`src/rtl/rbk_pkg.sv`:
```
package rbk_pkg;

    typedef enum logic [1:0] {
        RB_INHERIT = 2'b00,
        RB_ON      = 2'b01,
        RB_OFF     = 2'b10
    } rb_mode_e;

    localparam logic [1:0]  RESP_OKAY  = 2'b00;
    localparam logic [31:0] SCAL_BASE  = 32'h0000_0000;
    localparam logic [31:0] VEC_BASE   = 32'h0000_0100;
    localparam logic [31:0] COMMIT_OFF = 32'h0000_0110;

    // Byte offset of word p: scalars first, then vector elements.
    function automatic logic [31:0] port_off(input int p, input int ns);
        if (p < ns)
            return SCAL_BASE + 32'(4 * p);
        return VEC_BASE + 32'(4 * (p - ns));
    endfunction

    // Resolve a per-word readback mode against the global switch.
    function automatic logic rb_resolve(input logic [1:0] mode, input logic glob);
        case (mode)
            RB_ON:      return 1'b1;
            RB_INHERIT: return glob;
            default:    return 1'b0;
        endcase
    endfunction

endpackage

```
`src/rtl/rbk_wr_chan.sv`:
```
module rbk_wr_chan #(
    parameter int DW = 32,
    parameter int AW = 12
) (
    input  logic            clk,
    input  logic            rst,
    input  logic [AW-1:0]   awaddr,
    input  logic            awvalid,
    output logic            awready,
    input  logic [DW-1:0]   wdata,
    input  logic [DW/8-1:0] wstrb,
    input  logic            wvalid,
    output logic            wready,
    output logic [1:0]      bresp,
    output logic            bvalid,
    input  logic            bready,
    output logic            wr_en,
    output logic [AW-1:0]   wr_addr,
    output logic [DW-1:0]   wr_data,
    output logic [DW/8-1:0] wr_strb
);
    import rbk_pkg::*;

    logic aw_full, w_full;

    assign awready = !aw_full && !bvalid;
    assign wready  = !w_full  && !bvalid;
    assign wr_en   = aw_full && w_full;
    assign bresp   = RESP_OKAY;

    always_ff @(posedge clk) begin
        if (rst) begin
            aw_full <= 1'b0;
            w_full  <= 1'b0;
            bvalid  <= 1'b0;
            wr_addr <= '0;
            wr_data <= '0;
            wr_strb <= '0;
        end else begin
            if (awvalid && awready) begin
                aw_full <= 1'b1;
                wr_addr <= awaddr;
            end
            if (wvalid && wready) begin
                w_full  <= 1'b1;
                wr_data <= wdata;
                wr_strb <= wstrb;
            end
            if (wr_en) begin
                aw_full <= 1'b0;
                w_full  <= 1'b0;
                bvalid  <= 1'b1;
            end else if (bvalid && bready) begin
                bvalid <= 1'b0;
            end
        end
    end

endmodule

```
`src/rtl/rbk_store.sv`:
```
module rbk_store #(
    parameter int DW = 32,
    parameter int AW = 12,
    parameter int NS = 2,
    parameter int NV = 2
) (
    input  logic             clk,
    input  logic             rst,
    input  logic             wr_en,
    input  logic [AW-1:0]    wr_addr,
    input  logic [DW-1:0]    wr_data,
    input  logic [DW/8-1:0]  wr_strb,
    output logic [NS*DW-1:0] scal_o,
    output logic [NV*DW-1:0] vec_o,
    output logic             commit
);
    import rbk_pkg::*;

    localparam int NB = DW / 8;
    localparam logic [AW-1:0] COMMIT_A = AW'(COMMIT_OFF);

    logic [DW-1:0] scal_q [NS];
    logic [DW-1:0] stg_q  [NV];
    logic [DW-1:0] out_q  [NV];

    function automatic logic [DW-1:0] merge(input logic [DW-1:0] old_v,
                                            input logic [DW-1:0] new_v,
                                            input logic [NB-1:0] be);
        logic [DW-1:0] r;
        r = old_v;
        for (int b = 0; b < NB; b++)
            if (be[b]) r[8*b +: 8] = new_v[8*b +: 8];
        return r;
    endfunction

    assign commit = wr_en && (wr_addr == COMMIT_A) && wr_strb[0] && wr_data[0];

    for (genvar i = 0; i < NS; i++) begin : g_scal
        localparam logic [AW-1:0] MY_A = AW'(port_off(i, NS));
        always_ff @(posedge clk) begin
            if (rst)
                scal_q[i] <= '0;
            else if (wr_en && wr_addr == MY_A)
                scal_q[i] <= merge(scal_q[i], wr_data, wr_strb);
        end
        assign scal_o[i*DW +: DW] = scal_q[i];
    end

    for (genvar j = 0; j < NV; j++) begin : g_vec
        localparam logic [AW-1:0] MY_A = AW'(port_off(NS + j, NS));
        always_ff @(posedge clk) begin
            if (rst) begin
                stg_q[j] <= '0;
                out_q[j] <= '0;
            end else begin
                if (wr_en && wr_addr == MY_A)
                    stg_q[j] <= merge(stg_q[j], wr_data, wr_strb);
                if (commit)
                    out_q[j] <= stg_q[j];
            end
        end
        assign vec_o[j*DW +: DW] = out_q[j];
    end

endmodule

```
`src/rtl/rbk_rd_path.sv`:
```
module rbk_rd_path #(
    parameter int DW    = 32,
    parameter int AW    = 12,
    parameter int NS    = 2,
    parameter int NP    = 4,
    parameter int RATIO = 0
) (
    input  logic             clk,
    input  logic             rst,
    input  logic [AW-1:0]    araddr,
    input  logic             arvalid,
    output logic             arready,
    output logic [DW-1:0]    rdata,
    output logic [1:0]       rresp,
    output logic             rvalid,
    input  logic             rready,
    input  logic [NP*DW-1:0] view,
    input  logic [NP-1:0]    rb_en
);
    import rbk_pkg::*;

    localparam int GS = (RATIO > 0) ? RATIO : NP;
    localparam int NG = (NP + GS - 1) / GS;

    logic          busy, v0, fire;
    logic [AW-1:0] rd_addr;
    logic [DW-1:0] pv     [NP];
    logic [DW-1:0] grp_c  [NG];
    logic [DW-1:0] grp_s  [NG];
    logic [DW-1:0] fin;

    assign arready = !busy;
    assign rresp   = RESP_OKAY;

    always_ff @(posedge clk) begin
        if (rst) begin
            busy    <= 1'b0;
            v0      <= 1'b0;
            rd_addr <= '0;
        end else begin
            v0 <= arvalid && arready;
            if (arvalid && arready) begin
                busy    <= 1'b1;
                rd_addr <= araddr;
            end else if (rvalid && rready) begin
                busy <= 1'b0;
            end
        end
    end

    for (genvar p = 0; p < NP; p++) begin : g_port
        localparam logic [AW-1:0] MY_A = AW'(port_off(p, NS));
        assign pv[p] = (rb_en[p] && rd_addr == MY_A) ? view[p*DW +: DW] : '0;
    end

    for (genvar g = 0; g < NG; g++) begin : g_grp
        always_comb begin
            grp_c[g] = '0;
            for (int k = 0; k < NP; k++)
                if (k / GS == g) grp_c[g] = grp_c[g] | pv[k];
        end
    end

    if (RATIO > 0) begin : g_pipe
        logic          v1;
        logic [DW-1:0] grp_q [NG];
        always_ff @(posedge clk) begin
            if (rst) v1 <= 1'b0;
            else     v1 <= v0;
        end
        for (genvar g = 0; g < NG; g++) begin : g_reg
            always_ff @(posedge clk) begin
                if (rst)     grp_q[g] <= '0;
                else if (v0) grp_q[g] <= grp_c[g];
            end
            assign grp_s[g] = grp_q[g];
        end
        assign fire = v1;
    end else begin : g_comb
        for (genvar g = 0; g < NG; g++) begin : g_pass
            assign grp_s[g] = grp_c[g];
        end
        assign fire = v0;
    end

    always_comb begin
        fin = '0;
        for (int g = 0; g < NG; g++)
            fin = fin | grp_s[g];
    end

    always_ff @(posedge clk) begin
        if (rst) begin
            rvalid <= 1'b0;
            rdata  <= '0;
        end else if (fire) begin
            rvalid <= 1'b1;
            rdata  <= fin;
        end else if (rvalid && rready) begin
            rvalid <= 1'b0;
        end
    end

endmodule

```
`src/rtl/rbk_regbank.sv`:
```
module rbk_regbank #(
    parameter int                   DW        = 32,
    parameter int                   AW        = 12,
    parameter int                   NS        = 2,
    parameter int                   NV        = 2,
    parameter int                   RATIO     = 0,
    parameter logic                 GLOBAL_RB = 1'b0,
    parameter logic [2*(NS+NV)-1:0] RB_MODE   = '0
) (
    input  logic             clk,
    input  logic             rst,
    input  logic [AW-1:0]    awaddr,
    input  logic             awvalid,
    output logic             awready,
    input  logic [DW-1:0]    wdata,
    input  logic [DW/8-1:0]  wstrb,
    input  logic             wvalid,
    output logic             wready,
    output logic [1:0]       bresp,
    output logic             bvalid,
    input  logic             bready,
    input  logic [AW-1:0]    araddr,
    input  logic             arvalid,
    output logic             arready,
    output logic [DW-1:0]    rdata,
    output logic [1:0]       rresp,
    output logic             rvalid,
    input  logic             rready,
    output logic [NS*DW-1:0] scal_o,
    output logic [NV*DW-1:0] vec_o
);
    import rbk_pkg::*;

    localparam int NP = NS + NV;

    logic            wr_en, commit_w;
    logic [AW-1:0]   wr_addr;
    logic [DW-1:0]   wr_data;
    logic [DW/8-1:0] wr_strb;
    logic [NP-1:0]   rb_en;

    for (genvar p = 0; p < NP; p++) begin : g_en
        assign rb_en[p] = rb_resolve(RB_MODE[2*p +: 2], GLOBAL_RB);
    end

    rbk_wr_chan #(.DW(DW), .AW(AW)) u_wr (
        .clk(clk), .rst(rst),
        .awaddr(awaddr), .awvalid(awvalid), .awready(awready),
        .wdata(wdata), .wstrb(wstrb), .wvalid(wvalid), .wready(wready),
        .bresp(bresp), .bvalid(bvalid), .bready(bready),
        .wr_en(wr_en), .wr_addr(wr_addr), .wr_data(wr_data), .wr_strb(wr_strb)
    );

    rbk_store #(.DW(DW), .AW(AW), .NS(NS), .NV(NV)) u_store (
        .clk(clk), .rst(rst),
        .wr_en(wr_en), .wr_addr(wr_addr), .wr_data(wr_data), .wr_strb(wr_strb),
        .scal_o(scal_o), .vec_o(vec_o), .commit(commit_w)
    );

    rbk_rd_path #(.DW(DW), .AW(AW), .NS(NS), .NP(NP), .RATIO(RATIO)) u_rd (
        .clk(clk), .rst(rst),
        .araddr(araddr), .arvalid(arvalid), .arready(arready),
        .rdata(rdata), .rresp(rresp), .rvalid(rvalid), .rready(rready),
        .view({vec_o, scal_o}), .rb_en(rb_en)
    );

endmodule

```
`config.mk`:
```
export PLATFORM = sky130hd
export DESIGN_NAME = rbk_regbank
export DESIGN_NICKNAME = d
export VERILOG_FILES = /design/src/rtl/rbk_pkg.sv /design/src/rtl/rbk_wr_chan.sv /design/src/rtl/rbk_store.sv /design/src/rtl/rbk_rd_path.sv /design/src/rtl/rbk_regbank.sv
export SDC_FILE = /design/constraint.sdc
export NUM_CORES = 1
export LEC_CHECK = 0
export ABC_AREA = 1
export CAP_MARGIN = 20
export CORE_UTILIZATION = 35
export DETAILED_ROUTE_END_ITERATION = 8
export PLACE_DENSITY = 0.55
export SLEW_MARGIN = 20
export SYNTH_ARGS = -nofsm -noshare
export SYNTH_HDL_FRONTEND = slang
export SYNTH_HIERARCHICAL = 1
export SYNTH_SLANG_ARGS = --single-unit
export TNS_END_PERCENT = 20
```
`constraint.sdc`:
```
create_clock -name clk -period 3.6 [get_ports clk]
set_input_delay 0.54 -clock clk [delete_from_list [all_inputs] [get_ports clk]]
set_output_delay 0.54 -clock clk [all_outputs]
set_load 0.01 [all_outputs]
```
---- Yosys cells after proc, flatten, opt, wreduce, memory -nomap -nowiden ----
Memories as Yosys holds them, arrays and structs flattened.
Index checks and enable logic that the tools add are counted.
operators by class
  eq/ne operators ......................... 4
  multiplexer cells ....................... 76
  bitwise gates (word level) .............. 6
  reduce and logical (&&, ||, !) cells .... 24
operators with widths
  operator               count
  $mux W8                48
  $mux W32               6
  $eq A12 B9 Y1 const B  3
  $mux W1                22
  $logic_and A1 B1 Y1    15
  $eq A12 B3 Y1 const B  1
  $logic_not A12 Y1      1
  $or A1 B1 Y1           6
  $reduce_bool A2 Y1     3
  $logic_not A1 Y1       4
  $reduce_or A2 Y1       1
storage, ports and cells
  register bits ........................... 54
  bits in writable memories ............... 192
  input bits .............................. 67
  output and inout port bits .............. 169
  logic and storage cells ................. 122
  memories kept ........................... 3
memories
  memory          depth  bits a word  rd ports  clocked after memory_dff  wr ports  line             text
  u_store.out_q   2      32           2         0                         2         rbk_store.sv:24  logic [DW-1:0] out_q [NV];
  u_store.scal_q  2      32           2         0                         2         rbk_store.sv:22  logic [DW-1:0] scal_q [NS];
  u_store.stg_q   2      32           2         0                         2         rbk_store.sv:23  logic [DW-1:0] stg_q [NV];

---- Depth between registers and ports, before layout ----
Gate-level depths: netlist of run 1.
  depth after elaboration ................. 8
  gate-level depth with buffers ........... 9
  gate-level depth less buffers ........... 8

---- Hierarchy ----
The synthesis of run 1 kept the hierarchy.
modules (own cells, without submodules)
  module       times used  cells each  area an instance (um2)  sequential area each (um2)
  rbk_store    1           568         7612.3                  5765.5
  rbk_rd_path  1           443         2801.4                  940.9
  rbk_wr_chan  1           333         2263.4                  1021.0
  rbk_regbank  1           1           3.8                     0.0

---- Worst setup path after synthesis of run 1 ----
No wires, ideal clock.
  path type ............................... in2reg
  start ................................... in rst
  end ..................................... mem u_store.out_q[0][0] (enable)
  library setup time ...................... 424 ps
  arrival time ............................ 2355 ps
  data required time ...................... 3176 ps
  slack ................................... 821 ps
  stages on the path ...................... 3
  path buffers ............................ 1
  path through ............................ clkinv_1 > clkbuf_1 > nand2_1
RTL lines
  what             line               text
  start, declared  rbk_regbank.sv:11  input logic rst,
  end, declared    rbk_store.sv:24

---- Final worst setup path of run 1 ----
  start ................................... reg u_wr.bvalid
  end ..................................... out awready
on the way
  cells in the longest elaborated chain, start to end .. 2
RTL lines
  what                    line               text
  start, declared         rbk_wr_chan.sv:15  output logic bvalid,
  start signal, assigned  rbk_wr_chan.sv:35  bvalid <= 1'b0;
  start signal, assigned  rbk_wr_chan.sv:52  bvalid <= 1'b1;
  start signal, assigned  rbk_wr_chan.sv:54  bvalid <= 1'b0;
  $logic_not A1 Y1        rbk_wr_chan.sv:26  assign awready = !aw_full && !bvalid;
  $logic_and A1 B1 Y1     rbk_wr_chan.sv:26
  end, declared           rbk_regbank.sv:14  output logic awready,
No other way between the ends.

==> metrics.md, run 1 <==
| Metric | Value |
|---|---|
| Status | `finished, violations left` |
| Violated checks | `max-slew violations` |
| Cts hold-fix bufs | `0` |
| Antenna violations before repair | `0` |
| Kind of critical path | `reg2out` |
| Clock share of power | `38.7%` |
| CP startpoint kind | `flop` |
| Die extent in x | `192 um` |
| Number of diodes | `0` |
| Cts repair resizes | `0` |
| Dpl cell area | `15100 um2` |
| Vias | `9494` |
| # Max-Cap Violations | `0` |
| Final setup TNS | `0 ns` |
| Fillcell total | `3490` |
| Ports | `236` |
| DP Cell Count | `1965` |
| Core Rows | `69` |
| Reg-to-reg endpoint | `u_store/scal_q[1][11]` |
| Clk root buf | `clkbuf_16` |
| Sw Share | `24.9%` |
| Die H | `192 um` |
| Core Region | `between 30000 and 40000 um2` |
| Largest net degree at the start of global routing | `74` |
| Slew HR | `-13.1%` |
| R2R Setup Slk | `1.64 ns` |
| FF-to-FF Start | `u_wr/w_full` |
| Die ar. | `between 30000 and 40000 um2` |
| First-pass DRT Iterations | `5` |
| Post-CTS setup buffer count | `0` |
| Vias in the first global route | `8719` |
| First-pass GRT wire length | `about 51 mm` |
| # setup viols final | `0` |
| CTS tree | `yes` |
| Num CTS Buffers | `31` |
| Most frequent cells in the layout | `nor2_1, clkdlybuf4s50_1, nand3_1, edfxtp_1, inv_1` |
| Initial DRC Count | `851` |
| Total grt overflow | `0` |
| GRT Total Usage | `approximately 18%` |
| Final wirelength | `34.3 mm` |
| Hold Path Class | `reg2reg` |
| Hold path endpoint | `u_wr/wr_data[22]` |
| Initial Utilization | `between 30 and 40%` |
| Layout cells sized above 1 | `9.11%` |
| # port buffers | `231` |
| FMAX | `412 MHz` |
| Synth Cell Area | `12700 um2` |
| Multi-input combinational cell area | `approximately 3800 um2` |
| FF/Latch Area | `7730 um2` |
| Fin crit share | `67.4%` |
| Hold Fails Final Rpt | `0` |
| Clk Latency, worst-skew pair | `0.56 ns` |
| Worst Min Path Start | `u_wr/wr_data[22]` |
| WP data required | `roughly 3.1 ns` |
| Area Overhead vs Synth | `26.5%` |
| Worst-path fanout max | `26` |
| Fin crit period | `approximately 2.4 ns` |
| Cells after Synth | `1344` |
| Peak supply drop | `0.350 mV` |
| P_int | `~5700 uW` |
| Yosys warnings | `6` |
| CTS max path bufs | `3` |
| Sequential power share | `between 50% and 60%` |
| Dpl hpwl | `~25 mm` |
| RSZ-0062 raised after global routing | `false` |
| Most common cell after layout, fill and taps aside | `nor2_1` |
| Clock net sink count | `290` |
| Leak | `0.00626 uW` |
| CP endpoint kind | `output port` |
| Worst-path clk slew | `approximately 0.060 ns` |
| Util after Layout | `45.1%` |
| Hold Crit Depth | `2` |
| Synth Area per Inst | `9.43 um2` |
| Cell area after layout | `16000 um2` |
| Layout Cells excl Fill | `approximately 2000` |
| Max-slew violations | `99` |
| Part of the power in combinational logic | `around 11%` |
| Via density | `4.70` |
| H-tree levels | `1` |
| Avg WL per Cell | `about 17 um` |
| Worst slew pin tran | `1.70 ns` |
| Remaining antenna violation count | `0` |
| Cell Pwr Density | `approximately 480 nW/um2` |
| Crit path DAT | `around 1.9 ns` |
| DRC errors left | `0` |
| Worst Clk Skew | `0.0117 ns` |
| Reg2reg path depth | `8` |
| Switching pwr | `1900 uW` |
| Fin nets | `1604` |
| RePlAce Congestion | `0.824` |
## final cells by class
cell class / instances / share of cell area [%]
clock buffers: 41 / 5.27
clock inverters: 13 / 0.546
inverters: 162 / 3.79
multi-input cells: 811 / 23.6
flip-flops and latches: 290 / 48.2
well taps: 461 / 3.60
repair buffers: 241 / 15.0
## flip-flops by register name, indices dropped and copies added (netlist names)
name	count
u_rd/busy	1
u_rd/fire	1
u_rd/rd_addr	12
u_rd/rdata	32
u_rd/rvalid	1
u_store/out_q	64
u_store/scal_q	64
u_store/stg_q	64
u_wr/aw_full	1
u_wr/bvalid	1
u_wr/w_full	1
u_wr/wr_addr	12
u_wr/wr_data	32
u_wr/wr_strb	4
## layer usage
layer  up-vias  GRT usage (%)  share of wire, %
met3        51           2.86               7.1
met4         0           5.42               2.4
met5         -              0                 0
li1       4722              -                 -
met2       343           27.6                44
met1      4378           26.6                47
## power groups by stage
stage	combinational [uW]	sequential [uW]	clock (uW)
after detailed placement	830	3900	0
after global placement	828	3900	0
final	851	3830	2950
after floorplan	482	3890	0
after CTS	832	3830	3040
after global routing	937	3850	3170
## how the worst max path moves through the flow
stage,startpoint,endpoint,slack [ns],depth (start not counted)
after floorplan,rst,u_store/out_q[0][0],0.82,3
after global placement,rst,u_store/scal_q[1][2],1.04,7
after detailed placement,rst,u_store/scal_q[1][7],1.05,7
after CTS,u_wr/bvalid,awready,1.15,3
after global routing,u_wr/bvalid,awready,1.07,3
final,u_wr/bvalid,awready,1.18,3
## worst max-delay path, stage by stage (launching register included)
cell and delay (ns):
dfxtp_1 0.37, nor2_2 0.10, buf_4 0.26, clkdlybuf4s50_1 0.59
## through the flow
| step | hold WS, ns | setup slack [ns] | total power (uW) |
|---|---|---|---|
| 3_5_place_dp | 0.468 | 1.05 | 4730 |
| 5_1_grt | 0.503 | 1.07 | 7960 |
| 6_report | 0.479 | 1.18 | 7640 |
| 4_1_cts | 0.484 | 1.15 | 7710 |
| 2_1_floorplan | 0.444 | 0.821 | 4370 |
| 3_3_place_gp | 0.460 | 1.04 | 4730 |
No activity file was read; power rests on OpenSTA's default activity.
==> inputs of run 2 (changes only) <==
Clock period 3.6 ns to 2.3 ns, I/O delays scaled along.
==> metrics.md, run 2 (synthesis results as in run 1) <==
| Metric | Value |
|---|---|
| RSZ-0062 raised after global routing | `false` |
| FF/Latch Area | `7730 um2` |
| Most frequent cells in the layout | `nor2_1, clkdlybuf4s50_1, nand3_1, edfxtp_1, inv_1` |
| Clk Latency, worst-skew pair | `between 0.5 and 0.6 ns` |
| Cell Pwr Density | `773 nW/um2` |
| Dpl hpwl | `26.0 mm` |
| Layout cells sized above 1 | `between 10% and 20%` |
| # setup viols final | `0` |
| Largest net degree at the start of global routing | `74` |
| Crit path DAT | `1.65 ns` |
| # port buffers | `231` |
| Cell area after layout | `16300 um2` |
| Slew HR | `-8.57%` |
| Hold slack | `0.356 ns` |
| DRC errors left | `0` |
| First-pass GRT wire length | `around 52 mm` |
| Dpl cell area | `15200 um2` |
| Max-slew violations | `99` |
| CP startpoint kind | `flop` |
| Tot Pwr | `12600 uW` |
| Most common cell after layout, fill and taps aside | `nor2_1` |
| Core Region | `35600 um2` |
| Antenna violations before repair | `0` |
| Worst-path clk slew | `0.06 ns` |
| Fin nets | `1612` |
| Largest registers | `u_store/out_q: 64 flops, u_store/scal_q: 64 flops, u_store/stg_q: 64 flops` |
| Die H | `192 um` |
| Multi-input combinational cell area | `3790 um2` |
| Fin worst setup slack | `0.308 ns` |
| GRT Total Usage | `a little under a fifth` |
| Status | `finished, violations left` |
| CP endpoint kind | `output port` |
| Worst-path fanout max | `4` |
| Worst slack at placement | `0.0893 ns` |
| Clock net sink count | `290` |
| Fin crit share | `between 80% and 90%` |
| Hold Fails Final Rpt | `0` |
| Worst Clk Skew | `0.00925 ns` |
| Fillcell total | `around 3400` |
| WP data required | `1.96 ns` |
| Vias in the first global route | `8887` |
| Worst path max stage delay | `0.56 ns` |
| Slowest cell on the critical path | `clkdlybuf4s50_1` |
| CTS max path bufs | `3` |
| Core Rows | `69` |
| Peak supply drop | `~0.6 mV` |
| Leak | `0.00641 uW` |
| Cts repair resizes | `0` |
| Die ar. | `between 30000 and 40000 um2` |
| Hold Path Class | `in2reg` |
| # Max-Cap Violations | `0` |
| Cts hold-fix bufs | `0` |
| Post-CTS setup buffer count | `0` |
| Area Overhead vs Synth | `28.9%` |
| Vias | `9593` |
| Ports | `roughly 240` |
| Avg WL per Cell | `17.3 um` |
| First-pass DRT Iterations | `6` |
| Via density | `roughly 4.7` |
| Worst path cell trace | `nor2_4, clkdlybuf4s50_1` |
| Final setup TNS | `0 ns` |
| H-tree levels | `1` |
| Kind of critical path | `reg2out` |
| Fin crit period | `1.99 ns` |
| Die extent in x | `192 um` |
| Violated checks | `max-slew violations` |
| FMAX | `approximately 500 MHz` |
| Final wirelength | `35.1 mm` |
| Initial Utilization | `35.6%` |
| Initial DRC Count | `808` |
| Worst slew pin tran | `1.63 ns` |
| Total grt overflow | `0` |
| Clk root buf | `clkbuf_16` |
| Number of diodes | `0` |
| Num CTS Buffers | `31` |
| Remaining antenna violation count | `0` |
| RePlAce Congestion | `approximately 0.85` |
| CTS tree | `yes` |
run 2: changes by cell type in the layout (fill, tap and decap cells not counted):
cell and change:
clkinv_1 -2, dfxtp_4 -1, clkbuf_8 +3, clkinvlp_4 +2, clkinv_2 +2, bufinv_16 +5, buf_12 +7, clkbuf_16 -1
dfxtp_2 +1, buf_2 +1, clkbuf_1 -6
run 2: report_power, final:
| group | total (uW) | switching [uW] | internal, uW |
|---|---|---|---|
| registers | 5990 | 187 | 5810 |
| logic | 1380 | 839 | 537 |
| clock network | 5270 | 2020 | 3250 |
| total | 12600 | 3040 | 9590 |
run 2: metrics by stage:
step	util (%)	cells
after global placement	42.9	1973
after global routing	45.9	2030
after floorplan	-	1349
after CTS	45.9	2030
after detailed placement	42.9	1973
final	45.9	2030
run 2: area by class of cell:
class                   instances  share of cell area, %
clock buffers                  37                   5.13
clock inverters                20                   1.56
well taps                     461                   3.53
multi-input cells             811                   23.2
flip-flops and latches        290                   47.3
inverters                     162                   3.72
repair buffers                249                   15.6
run 2: final timing paths:
| check | cells after the start | slack (ns) | to | from |
|---|---|---|---|---|
| worst max-delay path | 2 | 0.31 | wready | u_wr/bvalid |
| worst min-delay path | 5 | 0.36 | u_wr/wr_data[23] | wvalid |
| worst max register to register | 8 | 0.31 | u_store/scal_q[1][24] | u_wr/w_full |
| worst min register to register | 2 | 0.48 | u_rd/rd_addr[9] | u_rd/rd_addr[9] |
run 2: metal layers:
metal / track usage [%] / vias to the layer above / share of wire, %
met5: 0 / - / 0
met4: 4.78 / 0 / 2.3
met3: 3.13 / 50 / 7.3
met2: 28.7 / 390 / 44
met1: 27.1 / 4410 / 46
li1: - / 4743 / -
run 2: worst max-delay path: cells and delay by family, from the launching register on:
| kind | cells | cell delay (ns) |
|---|---|---|
| flops | 1 | 0.38 |
| buf+inv | 1 | 0.56 |
| simple gates | 1 | 0.15 |
==> inputs of run 3 (changes only) <==
Settings changed: CTS_CLUSTER_SIZE set to 20, PLACE_DENSITY 0.55 to 0.58, SYNTH_HIERARCHICAL 1 to unset.
==> metrics.md, run 3 <==
| Metric | Value |
|---|---|
| Status | `finished, final reports clean` |
| Ports | `between 200 and 250` |
| First-pass DRT Iterations | `4` |
| CP startpoint kind | `flop` |
| # setup viols final | `0` |
| Dpl hpwl | `14.7 mm` |
| Worst path cell trace | `nor2_1, clkdlybuf4s50_1` |
| Top cells by count, synth | `edfxtp_1, nor2_1, inv_1, nor2_2, dfxtp_1` |
| Max-slew violations | `0` |
| Reg-to-reg endpoint | `u_store.scal_q[0][30]` |
| FF-to-FF Start | `u_wr.wr_addr[0]` |
| Final setup TNS | `0 ns` |
| Fin crit share | `85.9%` |
| Clk Latency, worst-skew pair | `0.53 ns` |
| Cell variety after synth | `22` |
| GRT Total Usage | `14.9%` |
| Initial Utilization | `roughly 36%` |
| Cell Pwr Density | `782 nW/um2` |
| Area Overhead vs Synth | `28.9%` |
| R2R Setup Slk | `0.52 ns` |
| Avg WL per Cell | `15.4 um` |
| Core Rows | `60` |
| Largest net degree at the start of global routing | `71` |
| Remaining antenna violation count | `0` |
| RePlAce Congestion | `0.812` |
| RSZ-0062 raised after global routing | `false` |
| Vias | `5813` |
| Most common cell after layout, fill and taps aside | `edfxtp_1` |
| # Max-Cap Violations | `0` |
| Synth Flop Type | `edfxtp_1` |
| Crit path from | `u_wr.bvalid` |
| Die ar. | `28100 um2` |
| Slowest cell on the critical path | `clkdlybuf4s50_1` |
| Worst slack at placement | `between 0.1 and 0.15 ns` |
| Worst Clk Skew | `0.0237 ns` |
| DRC errors left | `0` |
| Synth Area per Inst | `12.0 um2` |
| Via density | `between 4 and 5` |
| Kind of critical path | `reg2out` |
| Most frequent cells in the layout | `edfxtp_1, clkdlybuf4s50_1, nor2_1, inv_1, nor2_2` |
| Met1 Use GR | `roughly 20%` |
| Vias in the first global route | `5527` |
| Ranking of synthesized cells by area | `edfxtp_1, dfxtp_1, nor2_1` |
| FMAX | `506 MHz` |
| Hold Path Class | `in2reg` |
| CP endpoint kind | `output port` |
| First-pass GRT wire length | `around 32 mm` |
| Met2 usage | `24.5%` |
| Clock net sink count | `roughly 250` |
| Multi-input combinational cell area | `1970 um2` |
| Largest registers | `u_store.out_q: 64 flops, u_store.scal_q: 64 flops, u_store.stg_q: 64 flops` |
| Post-CTS setup buffer count | `0` |
| Fin crit period | `1.97 ns` |
| Worst-path fanout max | `4` |
| Fillcell total | `2477` |
| Synth Cell Area | `9620 um2` |
| Number of diodes | `0` |
| Hold slack | `0.366 ns` |
| Worst-path clk slew | `0.06 ns` |
| Worst path max stage delay | `0.58 ns` |
| Number of synthesized flops with an enable pin | `192` |
| FF/Latch Area | `just under 7000 um2` |
| Clk root buf | `clkbuf_16` |
| H-tree levels | `1` |
| Peak supply drop | `0.502 mV` |
| Delay-heaviest family, CP | `buffers and inverters` |
| # port buffers | `187` |
| Number of synthesized register bits | `246` |
| Top-count cell post-synth | `edfxtp_1` |
| Yosys warnings | `0` |
| Num CTS Buffers | `26` |
| Initial DRC Count | `340` |
| Total grt overflow | `0` |
| Async set-reset flop share out of synthesis | `0%` |
| Synth area leader | `edfxtp_1` |
| CTS max path bufs | `3` |
| Die extent in x | `168 um` |
| Crit path DAT | `1.63 ns` |
| WP depth | `2` |
| Cts repair resizes | `0` |
| Sequential share of the synthesized area | `71.2%` |
| Leak | `0.00464 uW` |
| Reg2reg path depth | `5` |
| Hold Fails Final Rpt | `0` |
| Post-synth top area share | `about 60%` |
| Core Region | `about 27000 um2` |
| Met3 usage | `between 3 and 4%` |
| Die H | `between 150 and 200 um` |
| Cells after Synth | `804` |
| Layout cells sized above 1 | `13.2%` |
| Antenna violations before repair | `1` |
| CP endpoint | `awready` |
| Grt peak-use layer | `met2` |
| CTS tree | `yes` |
| WP data required | `1.96 ns` |
| Cts hold-fix bufs | `0` |
| Fin worst setup slack | `0.325 ns` |
| Fin nets | `1059` |
| Worst Path Buf+Inv | `1` |
| Final wirelength | `20.9 mm` |
## run 3: metal layers
layer,routed length [um],share of wire (%)
met1,9250,44
met2,9930,48
met3,1270,6.1
met4,424,2.0
met5,11,0.053
## run 3: cell families (layout without fill, tap and decap cells)
kind of cell	count (synthesis)	after routing	share of synthesized area, %
AO/OA/AOI/OAI	86	86	4.51
AND/OR/NAND/NOR	296	296	14.6
other	1	36	0.0390
buffers and inverters	175	347	9.69
flip-flops	246	246	71.2
## run 3: worst min path at each step
| stage | cells past startpoint | startpoint | slack, ns | to |
|---|---|---|---|---|
| 2_1_floorplan | 2 | u_rd.fire | 0.41 | u_rd.rvalid |
| 3_3_place_gp | 2 | u_rd.fire | 0.42 | u_rd.rvalid |
| 3_5_place_dp | 2 | u_rd.fire | 0.43 | u_rd.rvalid |
| 4_1_cts | 3 | arvalid | 0.34 | u_rd.fire |
| 5_1_grt | 3 | arvalid | 0.38 | u_rd.fire |
| 6_report | 3 | arvalid | 0.37 | u_rd.fire |
## run 3: cell type report
class                           instances  share of cell area (%)
Sequential cell                       246                    55.3
Multi-Input combinational cell        418                    15.9
Timing Repair Buffer                  195                    15.9
Clock buffer                           33                    5.63
Tap cell                              341                    3.44
Inverter                              105                    3.19
Clock inverter                         14                   0.656
## run 3: report_power, final
group	internal (uW)	total, uW	switching, uW
clock	2150	3810	1660
sequential	4980	5070	82.8
combinational	320	809	489
## run 3: stage by stage
step / instance area [um2] / std cells / util, % / power [uW]
global route: 12400 / 1352 / 46.0 / 10000
CTS: 12400 / 1352 / 46.0 / 9790
global placement: 11600 / 1305 / 43.1 / 5970
floorplan: 9750 / 839 / - / 5590
finish: 12400 / 1352 / 46.0 / 9690
detailed placement: 11600 / 1305 / 43.1 / 5980
## run 3: worst reg2reg max path, stage by stage, from the launching register on
cell and delay [ns]:
dfxtp_1 0.31, nor2_2 0.13, nand2_1 0.14, nor2_4 0.37, nand3_1 0.12, nand2_1 0.34
